[config.mk]
export PLATFORM = sky130hd
export DESIGN_NAME = load_fetch_unit
export DESIGN_NICKNAME = d
export VERILOG_FILES = /design/src/rtl/lfu_pkg.sv /design/src/rtl/lfu_control.sv /design/src/rtl/lfu_datapath.sv /design/src/rtl/load_fetch_unit.sv
export SDC_FILE = /design/constraint.sdc
export NUM_CORES = 1
export LEC_CHECK = 0
export BUFFER_PORTS_ARGS = -buffer_cell sky130_fd_sc_hd__buf_4
export CORE_AREA = 5 5 118 175
export CTS_CLUSTER_DIAMETER = 30
export DETAILED_ROUTE_END_ITERATION = 6
export DIE_AREA = 0 0 123 180
export PLACE_DENSITY = 0.77
export SLEW_MARGIN = 5
export SYNTH_ARGS = -nofsm -noshare
export SYNTH_HDL_FRONTEND = slang
export SYNTH_SLANG_ARGS = --single-unit
[constraint.sdc]
create_clock -name clk -period 4 [get_ports clk]
set_clock_uncertainty 0.1 [all_clocks]
set_input_delay 0.6 -clock clk [delete_from_list [all_inputs] [get_ports clk]]
set_output_delay 0.6 -clock clk [all_outputs]
set_load 0.01 [all_outputs]
[src/rtl/lfu_pkg.sv]
package lfu_pkg;

  typedef enum logic [2:0] {
    OP_ADDR  = 3'd0,
    OP_PCREL = 3'd1,
    OP_INDIR = 3'd2,
    OP_BREL  = 3'd3,
    OP_WIDE  = 3'd4,
    OP_UPPER = 3'd5
  } opKind_t;

  localparam logic [2:0] OP_LAST = 3'd5;

  typedef enum logic [2:0] {
    ST_IDLE  = 3'd0,
    ST_ADDR1 = 3'd1,
    ST_WAIT1 = 3'd2,
    ST_ADDR2 = 3'd3,
    ST_WAIT2 = 3'd4,
    ST_DONE  = 3'd5
  } fsmState_t;

  typedef struct packed {
    logic capture;   // latch operands from the ports
    logic grab;      // latch memory read data
    logic second;    // address memory with the latched pointer word
    logic outAddr;   // result is the effective address
    logic outImm;    // result is the shifted immediate
  } dpStrobe_t;

endpackage

[src/rtl/lfu_control.sv]
module lfu_control
  import lfu_pkg::*;
(
  input  logic       clk,
  input  logic       rstN,
  input  logic       start,
  input  logic [2:0] mode,
  output dpStrobe_t  ctl,
  output logic       memRd,
  output logic       done,
  output logic       busy
);

  fsmState_t state, stateNext;
  logic      indirQ;
  logic      addrOnlyQ;
  logic      immOnlyQ;
  logic      accept;

  assign accept = (state == ST_IDLE) && start && (mode <= OP_LAST);

  always_comb begin
    stateNext = state;
    unique case (state)
      ST_IDLE: begin
        if (accept) begin
          if (mode == OP_ADDR || mode == OP_UPPER) stateNext = ST_DONE;
          else                                     stateNext = ST_ADDR1;
        end
      end
      ST_ADDR1: stateNext = ST_WAIT1;
      ST_WAIT1: stateNext = indirQ ? ST_ADDR2 : ST_DONE;
      ST_ADDR2: stateNext = ST_WAIT2;
      ST_WAIT2: stateNext = ST_DONE;
      ST_DONE:  stateNext = ST_IDLE;
      default:  stateNext = ST_IDLE;
    endcase
  end

  always_ff @(posedge clk) begin
    if (!rstN) begin
      state     <= ST_IDLE;
      indirQ    <= 1'b0;
      addrOnlyQ <= 1'b0;
      immOnlyQ  <= 1'b0;
    end else begin
      state <= stateNext;
      if (accept) begin
        indirQ    <= (mode == OP_INDIR);
        addrOnlyQ <= (mode == OP_ADDR);
        immOnlyQ  <= (mode == OP_UPPER);
      end
    end
  end

  always_comb begin
    ctl.capture = accept;
    ctl.grab    = (state == ST_WAIT1) || (state == ST_WAIT2);
    ctl.second  = (state == ST_ADDR2) || (state == ST_WAIT2);
    ctl.outAddr = addrOnlyQ;
    ctl.outImm  = immOnlyQ;
  end

  assign memRd = (state == ST_ADDR1) || (state == ST_ADDR2);
  assign done  = (state == ST_DONE);
  assign busy  = (state != ST_IDLE);

  assert_read_single_R8: assert property (@(posedge clk) disable iff (!rstN)
    memRd |=> !memRd);

  assert_wait_after_read_R8: assert property (@(posedge clk) disable iff (!rstN)
    ctl.grab |-> $past(memRd));

  assert_done_pulse_R9: assert property (@(posedge clk) disable iff (!rstN)
    done |=> (!done && !busy));

  assert_busy_held_R10: assert property (@(posedge clk) disable iff (!rstN)
    (busy && !done) |=> busy);

  assert_no_read_direct_R2: assert property (@(posedge clk) disable iff (!rstN)
    (done && (addrOnlyQ || immOnlyQ)) |-> $past(state == ST_IDLE));

  assert_second_read_only_indirect_R4: assert property (@(posedge clk) disable iff (!rstN)
    (state == ST_ADDR2) |-> indirQ);

endmodule

[src/rtl/lfu_datapath.sv]
module lfu_datapath
  import lfu_pkg::*;
#(
  parameter int DW = 32
) (
  input  logic          clk,
  input  logic          rstN,
  input  dpStrobe_t     ctl,
  input  logic [2:0]    mode,
  input  logic [DW-1:0] pc,
  input  logic [DW-1:0] baseVal,
  input  logic [15:0]   offset,
  input  logic [DW-1:0] memRdata,
  output logic [DW-1:0] memAddr,
  output logic [DW-1:0] result
);

  localparam int SHORT_W = 6;
  localparam int MID_W   = 9;
  localparam int WIDE_W  = 16;

  logic [2:0]    modeQ;
  logic [DW-1:0] pcQ, baseQ, wordQ;
  logic [15:0]   offQ;
  logic [DW-1:0] extShort, extMid, extWide, effAddr, immVal;

  always_ff @(posedge clk) begin
    if (!rstN) begin
      modeQ <= '0;
      pcQ   <= '0;
      baseQ <= '0;
      offQ  <= '0;
      wordQ <= '0;
    end else begin
      if (ctl.capture) begin
        modeQ <= mode;
        pcQ   <= pc;
        baseQ <= baseVal;
        offQ  <= offset;
      end
      if (ctl.grab) wordQ <= memRdata;
    end
  end

  assign extShort = {{(DW-SHORT_W){offQ[SHORT_W-1]}}, offQ[SHORT_W-1:0]};
  assign extMid   = {{(DW-MID_W){offQ[MID_W-1]}}, offQ[MID_W-1:0]};
  assign extWide  = {{(DW-WIDE_W){offQ[WIDE_W-1]}}, offQ};

  always_comb begin
    unique case (modeQ)
      OP_BREL: effAddr = baseQ + extShort;
      OP_WIDE: effAddr = baseQ + extWide;
      default: effAddr = pcQ + extMid;
    endcase
  end

  always_comb begin
    immVal = '0;
    immVal[WIDE_W +: WIDE_W] = offQ;
  end

  assign memAddr = ctl.second ? wordQ : effAddr;

  always_comb begin
    if (ctl.outAddr)     result = effAddr;
    else if (ctl.outImm) result = immVal;
    else                 result = wordQ;
  end

  assert_pointer_chase_R4: assert property (@(posedge clk) disable iff (!rstN)
    (ctl.second && !ctl.grab) |-> (memAddr == $past(memRdata)));

  assert_operands_frozen_R10: assert property (@(posedge clk) disable iff (!rstN)
    (!ctl.capture && !$isunknown(offQ)) |=> $stable(offQ) && $stable(pcQ) && $stable(baseQ));

endmodule

[src/rtl/load_fetch_unit.sv]
module load_fetch_unit
  import lfu_pkg::*;
#(
  parameter int DW = 32
) (
  input  logic          clk,
  input  logic          rstN,
  input  logic          start,
  input  logic [2:0]    mode,
  input  logic [DW-1:0] pc,
  input  logic [DW-1:0] baseVal,
  input  logic [15:0]   offset,
  output logic [DW-1:0] memAddr,
  output logic          memRd,
  input  logic [DW-1:0] memRdata,
  output logic          done,
  output logic [DW-1:0] result,
  output logic          busy
);

  dpStrobe_t ctl;

  lfu_control u_ctrl (
    .clk   (clk),
    .rstN  (rstN),
    .start (start),
    .mode  (mode),
    .ctl   (ctl),
    .memRd (memRd),
    .done  (done),
    .busy  (busy)
  );

  lfu_datapath #(.DW(DW)) u_dp (
    .clk      (clk),
    .rstN     (rstN),
    .ctl      (ctl),
    .mode     (mode),
    .pc       (pc),
    .baseVal  (baseVal),
    .offset   (offset),
    .memRdata (memRdata),
    .memAddr  (memAddr),
    .result   (result)
  );

  assert_idle_quiet_R1: assert property (@(posedge clk) disable iff (!rstN)
    !busy |-> (!memRd && !done));

endmodule

==> summary.txt, run 1 <==
Floorplanning
  – Starting Density: 49.9%
  – Die Wd: between 100 and 150 um
  – Die Area: 0.0221 mm^2
  – Ports: between 150 and 200
  – CORE AREA: 0.0190 mm^2
  – DIE HEIGHT: 180 um
  – Row count: 62

Timing
  – Max_slew headroom: 34.1%
  – # setup viols final: 42
  – Pins Over Slew Limit: 0
  – Least-Margin Pin Slew: 989 ps
  – Final worst setup slack: -495 ps
  – Max Clock Freq: 0.222 GHz
  – Final min period: 4490 ps
  – Final period utilization: 112%
  – Hold Slack: 322 ps
  – RSZ-0062 raised after global routing: yes
  – Fin. Hold Viols: 0

Worst setup path
  – CP arrival: around 3800 ps
  – Crit path launch type: register
  – Worst setup EP type: output port
  – Critical Path RT: 3300 ps
  – Max Fanout on Critical Path: 9
  – Worst setup path category: reg -> out

Synth
  – Number of synthesized register bits: 121
  – Number of synthesized flops with an enable pin: 0
  – Post-Syn Area per Cell: around 7.3 um^2
  – Asr flop ratio synth: 0%
  – Library cells used by synthesis: 77
  – Main synth FF type: dfxtp_1
  – Syn nets: 1484
  – Syn Inst Count: 1302
  – Synthesized area: 0.00948 mm^2
  – Register area share after synthesis: 25.5%
  – YS warnings: 0

CTS
  – CTS tree: built
  – H-tree depth: 4
  – Clock sinks: approximately 120
  – Num CTS Buffers: 17
  – CTS clk-pin slew, worst paths: 70 ps
  – Clk_lat worst skew: roughly 430 ps
  – CTS Hold Buffers Added: 0
  – Longest Clk Path Bufs: 2
  – Root Driver: clkbuf_16

GRT
  – Congestion Overflow GR: 0
  – Largest net degree at the start of global routing: 121
  – Number of antenna violations at the first check in global routing: 0
  – Vias in the first global route: between 10000 and 15000
  – First-pass GRT wire length: 55900 um
  – Overall Global Routing Usage: 32.4%

Drt
  – WL/cell: 20.0 um
  – Antenna viol nets, final: 0
  – Total Routed Length: 37100 um
  – DRC: 0
  – Drt first pass iters: 5
  – Starting DRC count in detailed routing: 966
  – Drt via density: 5.85
  – Vias: 10900

Final layout
  – Commonest non-fill, non-tap cell in the layout: nand2_1
  – Most frequent cells in the layout: nand2_1, buf_4, a21boi_0, dfxtp_1, a21oi_1
  – Area occupied by registers: 0.00243 mm^2
  – Fill cell count: 1557
  – # diodes: 0
  – Layout cell share with drive strength beyond 1: 32.5%
  – Layout area overhead: 43.3%
  – Multi-input combinational cell area: 0.00741 mm^2
  – Fin nets: 1768
  – Final instance area: roughly 0.014 mm^2

Place
  – Port Buffers: between 150 and 200
  – Routability cong.: 0.989
  – Area post-placement: 0.0119 mm^2
  – Detailed Place HPWL: 27700 um

Power
  – Pwr/cell area: 494 mW/mm^2
  – Leakage: 6.00 nW
  – Maximum vdd ir drop: between 0.4 and 0.5 mV

Hold path
  – Min-Delay Path Class: in -> reg

Run status
  – Failing checks: setup timing
  – Status: finished, violations left

Run
  – MaxCap Viol Count: 0
[cell usage after synthesis, types with 5 or more instances]
| library cell | instances | area share, % |
|---|---|---|
| xor2_1 | 15 | 1.4 |
| o21ai_0 | 71 | 3.7 |
| and2_1 | 5 | 0.33 |
| a211oi_1 | 22 | 1.7 |
| clkbuf_1 | 76 | 3.0 |
| xnor2_1 | 29 | 2.7 |
| o21bai_1 | 5 | 0.40 |
| nor3_1 | 13 | 0.69 |
| a22o_1 | 6 | 0.55 |
| nand3_1 | 21 | 1.1 |
| a31oi_1 | 14 | 0.92 |
| nand4_1 | 6 | 0.40 |
| nor2_1 | 58 | 2.3 |
| nor2b_1 | 19 | 1.3 |
| o211ai_1 | 12 | 0.95 |
| o31ai_1 | 7 | 0.55 |
| a21boi_0 | 120 | 9.5 |
| buf_2 | 5 | 0.26 |
| a21o_1 | 44 | 3.5 |
| a21oi_1 | 79 | 4.2 |
| mux2i_1 | 16 | 1.7 |
| inv_1 | 22 | 0.87 |
| o22ai_1 | 5 | 0.33 |
| dfxtp_1 | 121 | 26 |
| nand2b_1 | 6 | 0.40 |
| nand2_1 | 323 | 13 |
| mux2_2 | 5 | 0.59 |
| o221ai_1 | 5 | 0.46 |
| o21a_1 | 10 | 0.79 |
| ha_1 | 62 | 8.2 |
| and3_1 | 8 | 0.53 |
| or3_1 | 10 | 0.66 |
| or2_2 | 6 | 0.40 |
[area by class of cell]
| cell class | count | area share (%) |
|---|---|---|
| tap | 256 | 2.36 |
| clock buffer | 20 | 3.29 |
| clock inverter | 12 | 0.967 |
| inverter | 23 | 0.636 |
| multi-input combinational | 1074 | 54.5 |
| timing repair buffer | 349 | 20.3 |
| sequential | 121 | 17.9 |
[path summary, 6_finish.rpt]
path	slack [ps]	depth (start not counted)	start	end
max	-490	12	u_dp.modeQ[0]	memAddr[27]
min	320	3	memRdata[3]	u_dp.wordQ[3]
max reg2reg	1520	6	u_ctrl.state[2]	u_dp.pcQ[12]
min reg2reg	370	2	u_dp.pcQ[22]	u_dp.pcQ[22]
[registers in the layout (all words and copies together) (netlist names)]
name,count
u_ctrl.addrOnlyQ,1
u_ctrl.immOnlyQ,1
u_ctrl.indirQ,1
u_ctrl.state,3
u_dp.baseQ,32
u_dp.modeQ,3
u_dp.offQ,16
u_dp.pcQ,32
u_dp.wordQ,32
[logic make-up after synthesis]
kind of cell    after synthesis  share of synthesized area, %
flops                       121                          25.5
mux                          22                          2.40
simple gates                493                          22.4
fa+ha+maj                    64                          8.60
compound gates              451                          32.6
buf+inv                     107                          4.34
xor+xnor                     44                          4.06
[per-layer routing]
layer	vias up	wire, um	share of wire, %	track usage [%]
li1	5202	-	-	-
met1	5139	14100	38	36.5
met2	417	18800	51	57.5
met3	101	2270	6.1	6.13
met4	0	1850	5.0	15.3
met5	-	0	0	0
[power by group]
part / switching, W / internal, W
Combinational: 0.00197 / 0.00154
Clock: 0.000667 / 0.000893
Sequential: 0.000218 / 0.00142
[repair_timing]
item	4_1_cts	5_1_grt
endpoints found under the setup margin	46	50
gates resized for setup	125	76
gates cloned	1	0
pin swaps	37	27
buffers inserted	16	14
[critical path, stage by stage (launching register included)]
cell,delay [ps]
dfxtp_2,330
nor3b_4,240
mux2i_2,280
inv_2,150
ha_1,360
nand4_1,160
or3_4,370
or3_1,320
o211a_1,250
or4_4,480
o211ai_2,120
mux2_1,180
buf_4,110
[per-stage QoR]
step                TNS (ps)  total power, W  setup slack (ps)  cells  util [%]
floorplan                  0         0.00333              15.6   1302         -
CTS                    -8410         0.00652              -490   1841      69.3
detailed placement      -919         0.00476              -122   1792      62.7
global route          -18860         0.00706              -649   1855      71.5
finish                -13480         0.00671              -495   1855      71.5
global placement        -315         0.00472             -76.4   1792      62.7
Power figures use the tool's default switching activity.
==> run 2: changes to the inputs <==
--- a/config.mk
+++ b/config.mk
@@ -5,11 +5,12 @@
 export SDC_FILE = /design/constraint.sdc
 export NUM_CORES = 1
 export LEC_CHECK = 0
+export ABC_AREA = 1
 export BUFFER_PORTS_ARGS = -buffer_cell sky130_fd_sc_hd__buf_4
-export CORE_AREA = 5 5 118 175
+export CORE_AREA = 5 5 122 181
 export CTS_CLUSTER_DIAMETER = 30
 export DETAILED_ROUTE_END_ITERATION = 6
-export DIE_AREA = 0 0 123 180
+export DIE_AREA = 0 0 127 186
 export PLACE_DENSITY = 0.77
 export SLEW_MARGIN = 5
 export SYNTH_ARGS = -nofsm -noshare
==> run 2 against run 1 <==
  * The flow now finishes without violations
  * Combinational power rose by 21%
  * Design area is 4.1% lower
  * Utilization shrank 7.4 points
  * Register-to-register slack gained 260 ps
  * Flip-flop and latch count did not move
  * Power up 15%
  * Hold slack worse by 5.5 ps
  * Non-clock buffer count decreased by 147
  * Critical endpoint is now memAddr[18]
  * Largest cell class unchanged
==> summary.txt, run 2 <==
Floorplanning
  – Die Wd: 127 um (was 123 um)
  – CORE AREA: 0.0203 mm^2 (was 0.0190 mm^2)
  – Die Area: 0.0236 mm^2 (was 0.0221 mm^2)
  – DIE HEIGHT: 186 um (was 180 um)
  – Ports: 185 (unchanged)
  – Starting Density: 50.9% (was 49.9%)
  – Row count: 64 (was 62)

Power
  – Pwr/cell area: 593 mW/mm^2 (was 494 mW/mm^2)
  – Switching share of power: 44.9% (was 42.5%)
  – Maximum vdd ir drop: 0.458 mV (was 0.420 mV)
  – Net Sw Power: 0.00347 W (was 0.00286 W)
  – Internal: 0.00425 W (was 0.00386 W)
  – Leakage: 6.91 nW (was 6.00 nW)
  – Clock network power share: 22.0% (was 23.2%)
  – Logic pwr share: 55.2% (was 52.4%)
  – Reg power frac: 22.8% (was 24.4%)
  – Pwr Total: 0.00772 W (was 0.00671 W)

Synth
  – Post-Syn Area per Cell: 5.55 um^2 (was 7.28 um^2)
  – Number of synthesized register bits: 121 (unchanged)
  – Register area share after synthesis: 23.4% (was 25.5%)
  – Library cells used by synthesis: 37 (was 77)
  – Syn Inst Count: 1865 (was 1302)
  – Asr flop ratio synth: 0% (unchanged)
  – Top cells by area, synth: nand2_1, dfxtp_1, inv_1, ha_1, a21oi_1 (was dfxtp_1, nand2_1, a21boi_0, ha_1, a21oi_1)
  – Yosys top cell area share: 27.3% (was 25.5%)
  – Most common cell in the netlist: nand2_1 (unchanged)
  – Synthesized area: 0.0104 mm^2 (was 0.00948 mm^2)
  – Main synth FF type: dfxtp_1 (unchanged)
  – Number of synthesized flops with an enable pin: 0 (unchanged)
  – Commonest cells in the netlist: nand2_1, inv_1, nor2_1, a21oi_1, dfxtp_1 (was nand2_1, dfxtp_1, a21boi_0, a21oi_1, clkbuf_1)
  – Area leader, netlist: nand2_1 (was dfxtp_1)
  – Syn nets: 2047 (was 1484)
  – YS warnings: 0 (unchanged)

CTS
  – CTS tree: built (unchanged)
  – CTS clk-pin slew, worst paths: 60 ps (was 70 ps)
  – H-tree depth: 4 (unchanged)
  – Clock sinks: 121 (unchanged)
  – Num CTS Buffers: 17 (unchanged)
  – Longest Clk Path Bufs: 2 (unchanged)
  – Clk_lat worst skew: 430 ps (about the same)
  – Root Driver: clkbuf_16 (unchanged)

GRT
  – First-pass GRT wire length: 54700 um (was 55900 um)
  – Number of antenna violations at the first check in global routing: 0 (unchanged)
  – Congestion Overflow GR: 0 (unchanged)
  – Largest net degree at the start of global routing: 106 (was 121)
  – Overall Global Routing Usage: 28.9% (was 32.4%)
  – Vias in the first global route: 11500 (was 10700)

Hold path
  – Hold Startpoint: baseVal[22] (was memRdata[3])
  – Min-Delay Path Class: in -> reg (unchanged)

Final layout
  – Layout cell share with drive strength beyond 1: 16.5% (was 32.5%)
  – Most frequent cells in the layout: nand2_1, inv_1, buf_4, nor2_1, a21oi_1 (was nand2_1, buf_4, a21boi_0, dfxtp_1, a21oi_1)
  – # diodes: 0 (unchanged)
  – Layout area overhead: 25.8% (was 43.3%)
  – Fill cell count: 2063 (was 1557)
  – Largest regs: u_dp.baseQ (32), u_dp.pcQ (32), u_dp.wordQ (32) (unchanged)
  – Non-filler cells, final: 2304 (was 1855)
  – Fin nets: 2209 (was 1768)
  – Area occupied by registers: 0.00242 mm^2 (was 0.00243 mm^2)
  – Final instance area: 0.0130 mm^2 (was 0.0136 mm^2)
  – Multi-input combinational cell area: 0.00703 mm^2 (was 0.00741 mm^2)
  – Commonest non-fill, non-tap cell in the layout: nand2_1 (unchanged)

Place
  – Placed cells: 2267 (was 1792)
  – Area post-placement: 0.0119 mm^2 (about the same)
  – Pre-CTS WS: 78.2 ps (was -122 ps)
  – Detailed Place HPWL: 27400 um (was 27700 um)
  – Port Buffers: 184 (unchanged)
  – Routability cong.: 0.962 (was 0.989)

Timing
  – Pins Over Slew Limit: 0 (unchanged)
  – Final period utilization: 96.5% (was 112%)
  – Least-Margin Pin Slew: 1010 ps (was 989 ps)
  – Fin. Hold Viols: 0 (unchanged)
  – Hold Slack: 317 ps (was 322 ps)
  – # setup viols final: 0 (was 42)
  – Final worst setup slack: 141 ps (was -495 ps)
  – Final min period: 3860 ps (was 4490 ps)
  – RSZ-0062 raised after global routing: yes (unchanged)
  – Max_slew headroom: 32.4% (was 34.1%)
  – Max Clock Freq: 0.259 GHz (was 0.222 GHz)

Drt
  – Starting DRC count in detailed routing: 773 (was 966)
  – Antenna viol nets, final: 0 (unchanged)
  – Vias: 11900 (was 10900)
  – WL/cell: 14.9 um (was 20.0 um)
  – Total Routed Length: 34400 um (was 37100 um)
  – Drt first pass iters: 5 (unchanged)
  – DRC: 0 (unchanged)
  – Drt via density: 5.16 (was 5.85)

Worst setup path
  – CP Cell Sequence: nor2_4 -> nand2_2 -> nand2_8 -> o21ai_0 -> inv_1 -> ha_2 -> nand2_2 -> inv_1 -> nand2_1 -> nand2_1 -> nand3b_1 -> nand2_1 -> nand2_1 -> nand2_1 -> nand2_1 -> o21ai_2 -> buf_4 -> nand2_1 -> nand2_2 -> buf_4 (was nor3b_4 -> mux2i_2 -> inv_2 -> ha_1 -> nand4_1 -> or3_4 -> or3_1 -> o211a_1 -> or4_4 -> o211ai_2 -> mux2_1 -> buf_4)
  – Critical Path RT: 3300 ps (about the same)
  – Slowest CP cell: dfxtp_2 (was or4_4)
  – Crit path launch type: register (unchanged)
  – CP arrival: 3160 ps (was 3790 ps)
  – Max stage delay on crit path: 340 ps (was 480 ps)
  – Worst setup EP type: output port (unchanged)
  – Worst setup path category: reg -> out (unchanged)
  – Critical path's most frequent cell: nand2_1
  – Max Fanout on Critical Path: 10 (was 9)
  – Setup crit start: u_dp.modeQ[0] (unchanged)
  – RR Startpoint: u_ctrl.state[1] (was u_ctrl.state[2])

Run
  – MaxCap Viol Count: 0 (unchanged)

Run status
  – Status: completed (was finished, violations left)
-- run 2: cell types whose count changed after synthesis, sizes merged, moves of 43 or more --
cell | previous run | this run
clkbuf | 76 | 29
nand2 | 324 | 760
a21oi | 79 | 141
a21o | 44 | 1
nand3 | 21 | 88
nor2 | 58 | 165
a21boi | 121 | 0
inv | 22 | 282
-- run 2: final cells by class --
| cell class | count | share of cell area, % |
|---|---|---|
| sequential | 121 | 18.6 |
| clock inverter | 10 | 1.25 |
| inverter | 282 | 8.16 |
| tap | 264 | 2.54 |
| timing repair buffer | 202 | 11.7 |
| multi-input combinational | 1403 | 54.0 |
| clock buffer | 22 | 3.72 |
-- run 2: layer usage --
metal	track usage (%)	wire length (um)	vias up	share of wire [%]
met1	31.1	13400	5331	39
met5	0	0	-	0
met2	52.8	17400	347	51
met3	6.29	1930	86	5.6
li1	-	-	6132	-
met4	14.7	1670	0	4.8
-- run 2: path summary, 6_finish.rpt --
path | to | slack, ps | cells after the start
min reg2reg | u_dp.pcQ[20] | 370 | 2
max reg2reg | u_ctrl.state[0] | 1780 | 8
min | u_dp.baseQ[22] | 320 | 3
max | memAddr[18] | 140 | 20
-- run 2: logic make-up after synthesis --
logic type | after synthesis | share of synthesized area [%]
xor+xnor | 12 | 1.01
mux | 2 | 0.193
simple gates | 1045 | 40.0
compound gates | 279 | 14.4
buf+inv | 342 | 13.0
fa+ha+maj | 64 | 7.88
flops | 121 | 23.4
-- run 2: worst max-delay path: cells and delay by family, from the launching register on --
| kind | cells | cell delay [ps] |
|---|---|---|
| AND/OR/NAND/NOR | 13 | 1460 |
| adder cells (fa/ha/maj) | 1 | 300 |
| buffers and inverters | 4 | 400 |
| AO/OA/AOI/OAI | 2 | 230 |
| flip-flops | 1 | 340 |
-- run 2: stage by stage --
stage	util [%]	setup TNS (ps)
global route	64.0	-590
detailed placement	58.4	0
floorplan	-	0
finish	64.0	0
global placement	58.4	0
CTS	61.9	-7.97
-- run 2: power groups by stage --
stage	Sequential [W]	Combinational [W]	Clock, W
after floorplan	0.00168	0.00251	0
after global placement	0.00175	0.00389	0
after detailed placement	0.00176	0.00392	0
after CTS	0.00174	0.00399	0.00171
after global routing	0.00179	0.00473	0.00176
final	0.00176	0.00426	0.00170
-- run 2: repair_timing --
action,in CTS,in global routing
setup endpoints to repair,38,47
setup buffers,3,1
pin swaps,0,5
hold endpoints to repair,0,0
hold buffers,0,0
cloned,0,1
gates resized for setup,10,103
